## config.mk

```make
export PLATFORM = sky130hd
export DESIGN_NAME = rmc_fastclr_mem
export DESIGN_NICKNAME = d
export VERILOG_FILES = /design/src/rtl/rmc_pkg.sv /design/src/rtl/rmc_store.sv /design/src/rtl/rmc_stale_flags.sv /design/src/rtl/rmc_fastclr_mem.sv
export SDC_FILE = /design/constraint.sdc
export NUM_CORES = 1
export LEC_CHECK = 0
export ABC_AREA = 1
export ABC_CLOCK_PERIOD_IN_PS = 3600
export BUFFER_PORTS_ARGS = -buffer_cell sky130_fd_sc_hd__buf_4
export CAP_MARGIN = 20
export CELL_PAD_IN_SITES_DETAIL_PLACEMENT = 1
export CELL_PAD_IN_SITES_GLOBAL_PLACEMENT = 1
export CORE_MARGIN = 2
export CORE_UTILIZATION = 51
export DETAILED_ROUTE_END_ITERATION = 10
export HOLD_SLACK_MARGIN = 0.15
export PLACE_DENSITY_LB_ADDON = 0.1
export SLEW_MARGIN = 20
export SYNTH_ARGS = -nofsm -noshare
export SYNTH_HDL_FRONTEND = slang
export SYNTH_SLANG_ARGS = --single-unit
```

## constraint.sdc

```tcl
create_clock -name clk -period 3.6 [get_ports clk]
set_input_delay 0.36 -clock clk [delete_from_list [all_inputs] [get_ports clk]]
set_output_delay 0.36 -clock clk [all_outputs]
set_load 0.05 [all_outputs]
```

## src/rtl/rmc_pkg.sv

```systemverilog
package rmc_pkg;

    typedef enum logic [1:0] {
        OP_IDLE  = 2'd0,
        OP_READ  = 2'd1,
        OP_WRITE = 2'd2,
        OP_SCRUB = 2'd3
    } port_op_e;

    // Write owns the shared port; a read of a stale entry may also zero it.
    function automatic port_op_e pick_op(input logic we, input logic re,
                                         input logic stale_hit, input logic scrub_en);
        if (we)                            return OP_WRITE;
        if (re && stale_hit && scrub_en)   return OP_SCRUB;
        if (re)                            return OP_READ;
        return OP_IDLE;
    endfunction

endpackage

```

## src/rtl/rmc_store.sv

```systemverilog
module rmc_store #(
    parameter int DATA_W = 16,
    parameter int DEPTH  = 16,
    localparam int ADDR_W = $clog2(DEPTH)
) (
    input  logic              clk,
    input  logic              we,
    input  logic              re,
    input  logic [ADDR_W-1:0] addr,
    input  logic [DATA_W-1:0] wd,
    output logic [DATA_W-1:0] rq
);
    logic [DATA_W-1:0] cells [DEPTH];

    // No reset on the array: this models plain synchronous RAM.
    always_ff @(posedge clk) begin
        if (we) cells[addr] <= wd;
        if (re) rq <= cells[addr];
    end
endmodule

```

## src/rtl/rmc_stale_flags.sv

```systemverilog
module rmc_stale_flags #(
    parameter int DEPTH = 16,
    localparam int ADDR_W = $clog2(DEPTH)
) (
    input  logic              clk,
    input  logic              rst,
    input  logic              clr_all,
    input  logic              wr_go,
    input  logic              scrub_go,
    input  logic [ADDR_W-1:0] idx,
    output logic [DEPTH-1:0]  stale_o
);
    for (genvar i = 0; i < DEPTH; i++) begin : g_flag
        logic hit;
        assign hit = (idx == ADDR_W'(i));
        always_ff @(posedge clk) begin
            if (rst)                  stale_o[i] <= 1'b1;
            else if (wr_go && hit)    stale_o[i] <= 1'b0;
            else if (clr_all)         stale_o[i] <= 1'b1;
            else if (scrub_go && hit) stale_o[i] <= 1'b0;
        end
    end
endmodule

```

## src/rtl/rmc_fastclr_mem.sv

```systemverilog
module rmc_fastclr_mem #(
    parameter int DATA_W        = 16,
    parameter int DEPTH         = 16,
    parameter bit SCRUB_ON_READ = 1'b1,
    localparam int ADDR_W = $clog2(DEPTH)
) (
    input  logic              clk,
    input  logic              rst,
    input  logic              clr_all,
    input  logic              wr_en,
    input  logic              rd_en,
    input  logic [ADDR_W-1:0] addr,
    input  logic [DATA_W-1:0] wr_data,
    output logic [DATA_W-1:0] rd_data
);
    import rmc_pkg::*;

    logic [DEPTH-1:0]  stale_vec;
    logic              stale_here;
    port_op_e          op;
    logic              ram_we, ram_re;
    logic [DATA_W-1:0] ram_wd, ram_q;
    logic              mask_q;

    assign stale_here = stale_vec[addr];
    assign op         = pick_op(wr_en, rd_en, stale_here, SCRUB_ON_READ);
    assign ram_we     = (op == OP_WRITE) || (op == OP_SCRUB);
    assign ram_re     = (op == OP_READ)  || (op == OP_SCRUB);
    assign ram_wd     = (op == OP_WRITE) ? wr_data : '0;

    rmc_store #(.DATA_W(DATA_W), .DEPTH(DEPTH)) u_store (
        .clk (clk),
        .we  (ram_we),
        .re  (ram_re),
        .addr(addr),
        .wd  (ram_wd),
        .rq  (ram_q)
    );

    rmc_stale_flags #(.DEPTH(DEPTH)) u_flags (
        .clk     (clk),
        .rst     (rst),
        .clr_all (clr_all),
        .wr_go   (op == OP_WRITE),
        .scrub_go(op == OP_SCRUB),
        .idx     (addr),
        .stale_o (stale_vec)
    );

    // Flag captured alongside the RAM read so the mask aligns with its data.
    always_ff @(posedge clk) begin
        if (rst)         mask_q <= 1'b1;
        else if (ram_re) mask_q <= stale_here;
    end

    assign rd_data = mask_q ? '0 : ram_q;
endmodule

```

==> results of run 1 <==
worst max-delay path, delay by kind of cell:
family | cells | cell delay, ns
buffers and inverters | 4 | 0.76
AOI/OAI and AO/OA | 1 | 0.88
and+or+nand+nor | 5 | 1.01
cell families (layout without fill, tap and decap cells):
family | after synthesis | in the layout
AO/OA/AOI/OAI | 130 | 130
buffers and inverters | 91 | 157
flip-flops | 289 | 289
AND/OR/NAND/NOR | 328 | 328
per-layer routing:
layer  part of all wire  track usage
met5                  0            0
met1               0.41        0.377
met2               0.51        0.463
met3              0.058       0.0384
met4              0.024       0.0792
power breakdown:
part           total, W  internal (W)  switching [W]
logic          0.000510      0.000124       0.000385
clock network   0.00297       0.00167        0.00130
registers       0.00378       0.00375      0.0000253
cell usage after synthesis, drive strengths merged:
| cell | number |
|---|---|
| a21oi | 1 |
| a22oi | 128 |
| buf | 22 |
| clkbuf | 19 |
| clkinv | 1 |
| dfxtp | 17 |
| edfxtp | 272 |
| inv | 49 |
| nand2 | 239 |
| nand3 | 2 |
| nand4 | 16 |
| nor2 | 39 |
| nor3 | 16 |
| o21ai | 1 |
| or2 | 16 |
flip-flops by register name, indices dropped and copies added (netlist names):
| name | count |
|---|---|
| u_flags.stale_o | 16 |
| mask_q | 1 |
| u_store.rq | 16 |
| u_store.cells | 256 |
final timing paths:
path	to	slack (ns)
worst max-delay path	u_store.cells[8][14]$_DFFE_PP_	0.87
worst min-delay path	mask_q$_SDFFE_PP1P_	0.22
worst max register to register	u_store.cells[8][14]$_DFFE_PP_	1.05
worst min register to register	u_flags.stale_o[4]$_SDFFE_PP1P_	0.55
per-stage QoR:
stage                     area, um2  power, W  cells  hold slack [ns]  setup WS (ns)
final                         12900   0.00726   1184            0.225          0.873
after global routing          12900   0.00746   1184            0.238          0.712
after CTS                     12900   0.00728   1184            0.212          0.972
after detailed placement      11900   0.00435   1128            0.539          0.543
after global placement        11900   0.00432   1126            0.535          0.508
after floorplan               11200   0.00412    838            0.499          0.852
layout make-up:
cell class,count,area [um2],area share
clock buffers,33,762,0.0590
clock inverters,23,179,0.0139
inverters,50,188,0.0145
multi-input cells,458,2530,0.196
flip-flops and latches,289,8510,0.659
well taps,280,350,0.0271
repair buffers,51,399,0.0309
==> results.toml, run 1 <==
[logic_synthesis]
synth_top_family_by_area = "simple AND/OR/NAND/NOR gates"
ys_seq_area_frac = 0.759
synth_top_area_frac = 0.728
synth_nets = 863
yosysWarnings = 0
synth_fa_ha_area_frac = 0
muxShareOfSynthArea = 0
syn_inst = 838
netlist_area_um2 = 11200
synth_top_area_cell = "edfxtp_1"
synth-simple-area-share = 0.121
synthTopCellsByArea = "edfxtp_1 (73%), a22oi_1 (8.6%), nand2_1 (7.9%), dfxtp_1 (3.0%), inv_1 (1.5%)"
ys_ff_latch = 289
synth_xor_xnor_area_share = 0
synth_compound_area_frac = 0.0876
synth_cell_types = 23
syn_avg_cell_area_um2 = 13.4

[worst_setup_path]
startpoint_type = "primary input"
crit_chain = "buf_4, nand2_1, inv_2, nand2_1, nand2_1, inv_2, nand2_4, a21oi_4, nor3_2, buf_4"
cp_slowest_cell = "a21oi_4"
end_kind = "flip-flop"
crit_required_ns = 3.90
reg2reg_depth = 11
critPathMaxFanout = 17
crit-reg2reg-launch = "u_flags.stale_o[12]$_SDFFE_PP1P_"
critPathMostFrequentCell = "nand2_1"
path_class = "primary input to flip-flop"
startpoint = "addr[3]"
max_stage_delay_ns = 0.88
crit_arrival_ns = 3.03

[floorplan]
coreArea_um2 = 21700
die_area_um2 = 23200
io_pins = 41
start_util = 0.517
rows = 54
dieHeight_um = 152
die_w_um = 152

[place]
place_congestion = 0.858
port_buffers = 40
hpwlAfterDp_um = 20400

[route]
drt-vias-per-instance = 5.91
routed_wl_um = 31900
drc = 0
num_vias = 6995
routedWlPerCell_um = 26.9
ant_nets = 0
drt_pass1_iterations = 5
drt_iter0_markers = 631

[timing]
tightest_slew_ns = 1.14
setup_violations = 0
fin_skew_ns = 0.0142
fin_crit_sh = 0.758
setup_tns_ns = 0
relSlewSlack = 0.238
hold_viol_final = 0
fmax_mhz = 367
rsz0062_at_grt = "no"
slew_violations = 0
finalCriticalPeriod_ns = 2.73

[cts]
ctsHtreeMaxLevel = 1
ctsResizeCount = 0
cts_buffer_depth = 3
cts_root_buf = "clkbuf_16"
holdBufCountCts = 0
post-cts-setup-buffers = 0
cts_tree = "built"
clk_latency_ns = 0.55
numClockSinks = 289
clkTransAtPathRegs_ns = 0.06
cts_buffers = 30

[layout]
nFillCells = 2102
final_common_cell = "edfxtp_1"
antenna_cells = 0
area_growth_pct = 15.1
fin_nets = 905
layout-drive-gt1-share = 0.159
mostFrequentLayoutCells = "edfxtp_1 (272), nand2_1 (236), a22oi_1 (128), buf_4 (49), inv_1 (44)"
final_util = 0.595

[global_routing]
grt_max_degree = 65
overflow = 0
track_usage = 0.274
grt_pass1_vias = 7398
grt_first_pass_wirelength_um = 47300
antenna_found_initial = 0

[min_path]
hp-class = "primary input to flip-flop"
whs_path_depth = 4
holdCritStartpoint = "rd_en"

[pwr]
leakagePower_nw = 4.70
p_per_area_nw_per_um2 = 562
irDropWorstVdd_mv = 0.447

[run_status]
status = "finished clean"

[job]
cap_violations = 0
Power figures use the tool's default switching activity.
==> inputs of run 2 (changes only) <==
ABC_AREA = 0   (was 1)
ABC_CLOCK_PERIOD_IN_PS = 2420   (was 3600)
CORE_UTILIZATION = 49   (was 51)
clock period = 2.42 ns   (was 3.6 ns; I/O delays follow)
==> run 2 against run 1 <==
  * Count of clock-buffer cells in the layout rose by 5
  * Largest power group unchanged
  * Area after synthesis rose by 0.77%
  * Clock power rose by 48%
  * Critical endpoint is now u_store.cells[0][1]$_DFFE_PP_
  * Routed wire length fell by 16%
  * Combinational power rose by 27%
  * Critical path type is now flip-flop to flip-flop
==> results.toml, run 2 <==
[floorplan]
dieHeight_um = 156
coreArea_um2 = 22600
die_w_um = 156
start_util = 0.499
die_area_um2 = 24300
rows = 55
io_pins = 41

[logic_synthesis]
async_flop_share = 0
syn_inst = 536
synth_compound_area_frac = 0.0234
synth_cell_types = 34
yosysMostFrequentCell = "edfxtp_1"
synth_fa_ha_area_frac = 0
muxShareOfSynthArea = 0.167
synth-simple-area-share = 0.0438
synth_top_area_cell = "edfxtp_1"
synth_top_area_frac = 0.723
ys_seq_area_frac = 0.753
synth_xor_xnor_area_share = 0
syn_avg_cell_area_um2 = 21.1
synth_nets = 561
synth_edf_count = 272
synth_top_family_by_area = "multiplexers"
synthTopCellsByArea = "edfxtp_1 (72%), mux4_2 (16%), dfxtp_1 (3.0%), nor2b_1 (1.2%), nor2_1 (1.1%)"
yosysWarnings = 0
ys_ff_latch = 289
synth_commonest_cells = "edfxtp_1 (272), mux4_2 (82), nor2_1 (32), nor2b_1 (21)"
synth_flop_cell = "edfxtp_1"
netlist_area_um2 = 11300

[global_routing]
antenna_found_initial = 0
track_usage = 0.227
grt_first_pass_wirelength_um = 39700
overflow = 0
grt_pass1_vias = 6164
grt_max_degree = 62

[cts]
numClockSinks = 289
cts_root_buf = "clkbuf_16"
cts_buffer_depth = 3
clkTransAtPathRegs_ns = 0.07
ctsHtreeMaxLevel = 1
clk_latency_ns = 0.55
post-cts-setup-buffers = 0
cts_tree = "built"
cts_buffers = 30

[run_status]
status = "finished clean"

[layout]
multi_input_area_um2 = 2750
largest_reg_flops = 256
final_cells = 930
seq_area_um2 = 8510
mostFrequentLayoutCells = "edfxtp_1 (272), mux4_2 (82), buf_4 (71), clkbuf_16 (30), nor2_1 (26)"
regMostFlops = "u_store.cells"
final_common_cell = "edfxtp_1"
layout-drive-gt1-share = 0.355
area_growth_pct = 18.2
top_regs = "u_store.cells (256), u_flags.stale_o (16), u_store.rq (16)"
nFillCells = 1906
fin_nets = 649
antenna_cells = 0

[worst_setup_path]
startpoint_type = "flip-flop"
max_stage_delay_ns = 0.80
worstSetupPathDepth = 4
critPathMaxFanout = 16
cp_num_buf_inv = 0
crit_arrival_ns = 2.22
crit_required_ns = 2.59
cp_slowest_cell = "nor3_4"
end_kind = "flip-flop"
path_delay_family = "simple AND/OR/NAND/NOR gates"
reg2reg_depth = 4
crit_chain = "mux4_2, a21o_1, nand2_1, nor3_4"
path_class = "flip-flop to flip-flop"

[place]
dpl_worst_slack_ns = 0.0762
place_congestion = 0.787
hpwlAfterDp_um = 16100
dp_cells = 874
port_buffers = 40

[timing]
hold_viol_final = 0
fin_crit_sh = 0.849
setup_violations = 0
tightest_slew_ns = 1.04
finalCriticalPeriod_ns = 2.06
relSlewSlack = 0.308
fmax_mhz = 487
slew_violations = 0
fin_ws_ns = 0.365
fin_skew_ns = 0.0114
setup_tns_ns = 0
rsz0062_at_grt = "no"

[pwr]
p_per_area_nw_per_um2 = 798
irDropWorstVdd_mv = 0.894
leakagePower_nw = 4.34

[min_path]
whs_path_depth = 2
hp-class = "primary input to flip-flop"

[route]
drt-vias-per-instance = 6.05
drt_pass1_iterations = 4
num_vias = 5625
drc = 0
ant_nets = 0
routed_wl_um = 26700
drt_iter0_markers = 370
routedWlPerCell_um = 28.7

[job]
cap_violations = 0
run 2: changes by cell type after synthesis, moves of 7 or more:
cell / change
or2_2: -16
nand4_1: -16
a31oi_1: +12
nor3_1: -7
nand2_1: -229
and2_1: +17
inv_1: -42
a22oi_1: -127
buf_1: -8
nor2b_1: +21
mux4_2: +82
run 2: cell families (layout without fill, tap and decap cells):
kind of cell	count (synthesis)	in the layout
AO/OA/AOI/OAI	33	33
buffers and inverters	32	141
flip-flops	289	289
multiplexers	86	86
AND/OR/NAND/NOR	96	96
run 2: final timing paths:
kind	start	to	slack, ns
max	u_flags.stale_o[2]$_SDFFE_PP1P_	u_store.cells[0][1]$_DFFE_PP_	0.36
max reg2reg	u_flags.stale_o[2]$_SDFFE_PP1P_	u_store.cells[0][1]$_DFFE_PP_	0.36
min reg2reg	u_flags.stale_o[8]$_SDFFE_PP1P_	u_flags.stale_o[8]$_SDFFE_PP1P_	0.49
min	addr[3]	u_store.rq[15]$_DFFE_PP_	0.25
run 2: per-stage QoR:
| step | hold WS (ns) | power [W] | utilization | area [um2] |
|---|---|---|---|---|
| 2_1_floorplan | 0.447 | 0.00610 | - | 11300 |
| 3_5_place_dp | 0.484 | 0.00636 | 0.547 | 12400 |
| 3_3_place_gp | 0.479 | 0.00634 | 0.547 | 12400 |
| 5_1_grt | 0.235 | 0.0109 | 0.590 | 13400 |
| 4_1_cts | 0.225 | 0.0108 | 0.590 | 13400 |
| 6_report | 0.247 | 0.0107 | 0.590 | 13400 |
run 2: cell type report:
type | instances | area share
Inverter | 2 | 0.000562
Clock buffer | 38 | 0.0584
Sequential cell | 289 | 0.637
Tap cell | 285 | 0.0267
Multi-Input combinational cell | 215 | 0.206
Timing Repair Buffer | 86 | 0.0601
Clock inverter | 15 | 0.0115
run 2: per-layer routing:
| metal | vias to the layer above | GRT usage | part of all wire |
|---|---|---|---|
| met5 | - | 0 | 0 |
| met4 | 0 | 0.0529 | 0.017 |
| met3 | 34 | 0.0372 | 0.059 |
| met2 | 178 | 0.385 | 0.51 |
| met1 | 3004 | 0.313 | 0.42 |
| li1 | 2409 | - | - |
run 2: what timing repair did:
item / 4_1_cts / 5_1_grt
hold buffers: 3 / 0
hold endpoints to repair: 13 / 0
resized for setup: 0 / 0
run 2: power by group:
| part | internal [W] | switching (W) | leakage (nW) |
|---|---|---|---|
| Clock | 0.00258 | 0.00183 | 0.454 |
| Sequential | 0.00558 | 0.0000261 | 2.63 |
| Combinational | 0.000275 | 0.000374 | 1.26 |
==> inputs of run 3 (changes only) <==
ABC_CLOCK_PERIOD_IN_PS = 1800   (was 2420)
clock period = 1.8 ns   (was 2.42 ns; I/O delays follow)
==> run 3 against run 2 <==
  * Die area unchanged
  * Design area grew 3.5%
  * Register-to-register slack worse by 0.36 ns
  * First-iteration DRC count increased by 14%
  * Critical path depth increased by 2
  * Critical path type unchanged
  * Largest power group unchanged
==> results.toml, run 3 (same netlist as run 2, synthesis figures left out) <==
[worst_setup_path]
critPathMostFrequentCell = "buf_12"
crit_required_ns = 2.05
max_stage_delay_ns = 0.33
critPathMaxFanout = 10
end_kind = "flip-flop"
cp_slowest_cell = "dfxtp_2"
crit_chain = "mux2i_1, a22oi_2, a31oi_4, buf_12, nor4_4, buf_12"
crit_arrival_ns = 2.05
startpoint_type = "flip-flop"
path_class = "flip-flop to flip-flop"
cp_num_buf_inv = 2
path_delay_family = "buffers and inverters"

[layout]
fin_nets = 677
area_growth_pct = 22.4
regMostFlops = "u_store.cells"
top_regs = "u_store.cells (256), u_flags.stale_o (16), u_store.rq (16)"
largest_reg_flops = 256
final_area_um2 = 13800
final_common_cell = "edfxtp_1"
antenna_cells = 0
final_cells = 958
mostFrequentLayoutCells = "edfxtp_1 (272), mux4_2 (82), buf_4 (81), clkbuf_16 (29), buf_12 (27)"
layout-drive-gt1-share = 0.395

[global_routing]
grt_first_pass_wirelength_um = 39900
grt_max_degree = 38
overflow = 0
grt_pass1_vias = 6191
track_usage = 0.228
antenna_found_initial = 0

[min_path]
hp-class = "primary input to flip-flop"

[floorplan]
io_pins = 41
coreArea_um2 = 22600
dieHeight_um = 156
die_w_um = 156
die_area_um2 = 24300
rows = 55
start_util = 0.499

[pwr]
irDropWorstVdd_mv = 0.824
p_per_area_nw_per_um2 = 1020
total_power_w = 0.0141
leakagePower_nw = 4.55

[place]
port_buffers = 40
place_congestion = 0.784
dp_cells = 894
dpl_worst_slack_ns = -0.402
hpwlAfterDp_um = 15800
placed_cell_area_um2 = 12700

[route]
ant_nets = 0
drt-vias-per-instance = 5.94
routedWlPerCell_um = 27.5
drt_iter0_markers = 423
num_vias = 5693
routed_wl_um = 26400
drc = 0
drt_pass1_iterations = 4

[cts]
cts_tree = "built"
numClockSinks = 289
cts_buffers = 29
cts_buffer_depth = 3
clkTransAtPathRegs_ns = 0.06
cts_root_buf = "clkbuf_16"
ctsHtreeMaxLevel = 1
clk_latency_ns = 0.55

[timing]
finalCriticalPeriod_ns = 1.79
fin_crit_sh = 0.995
slew_violations = 0
tightest_slew_ns = 0.573
fin_skew_ns = 0.00897
setup_violations = 0
fmax_mhz = 559
rsz0062_at_grt = "yes"
fin_ws_ns = 0.00956
relSlewSlack = 0.618
hold_viol_final = 0

[job]
cap_violations = 0

[run_status]
status = "finished clean"
## run 3: cell types whose count changed in the layout (fill, tap and decap cells not counted), moves of 6 or more
cell,change
nor3_4,+6
dfxtp_1,-6
nor2_4,+6
buf_12,+15
dfxtp_2,+6
nor3_2,-6
buf_4,+10
## run 3: routing by layer
metal,vias up,GRT usage,wire (um)
met4,0,0.0559,644
met2,128,0.385,13200
met1,3051,0.322,11400
met5,-,0,0
met3,51,0.0303,1050
li1,2463,-,-
## run 3: path summary, 6_finish.rpt
path	start	endpoint	slack [ns]	cells after the start
min reg2reg	u_flags.stale_o[13]$_SDFFE_PP1P_	u_flags.stale_o[13]$_SDFFE_PP1P_	0.49	2
max reg2reg	u_flags.stale_o[7]$_SDFFE_PP1P_	u_store.cells[12][6]$_DFFE_PP_	0.01	6
max	u_flags.stale_o[7]$_SDFFE_PP1P_	u_store.cells[12][6]$_DFFE_PP_	0.01	6
min	wr_data[7]	u_store.cells[13][7]$_DFFE_PP_	0.25	2
## run 3: layout make-up
| class | count | area (um2) |
|---|---|---|
| multi-input cells | 215 | 2850 |
| inverters | 2 | 7.51 |
| repair buffers | 115 | 1220 |
| flip-flops and latches | 289 | 8520 |
| clock inverters | 18 | 133 |
| well taps | 285 | 357 |
| clock buffers | 34 | 744 |
| fillers | 1886 | 8810 |
## run 3: repair_timing
| action | 4_1_cts | 5_1_grt |
|---|---|---|
| setup buffers | 7 | 1 |
| endpoints found under the setup margin | 112 | 115 |
| pin swaps | 4 | 1 |
| hold endpoints to repair | 14 | 0 |
| hold buffers | 4 | 0 |
| gates resized for setup | 7 | 5 |
## run 3: power by group
group	switching, W	leakage, nW	internal [W]
Clock	0.00240	0.434	0.00321
Combinational	0.000530	1.49	0.000435
Sequential	0.0000322	2.62	0.00750
## run 3: stage by stage
stage	hold slack [ns]	setup TNS [ns]	utilization
2_1_floorplan	0.385	-33.84	-
3_3_place_gp	0.477	-75.26	0.562
3_5_place_dp	0.480	-80.16	0.562
4_1_cts	0.224	-0.00224	0.610
5_1_grt	0.286	-0.948	0.611
6_report	0.252	0	0.611
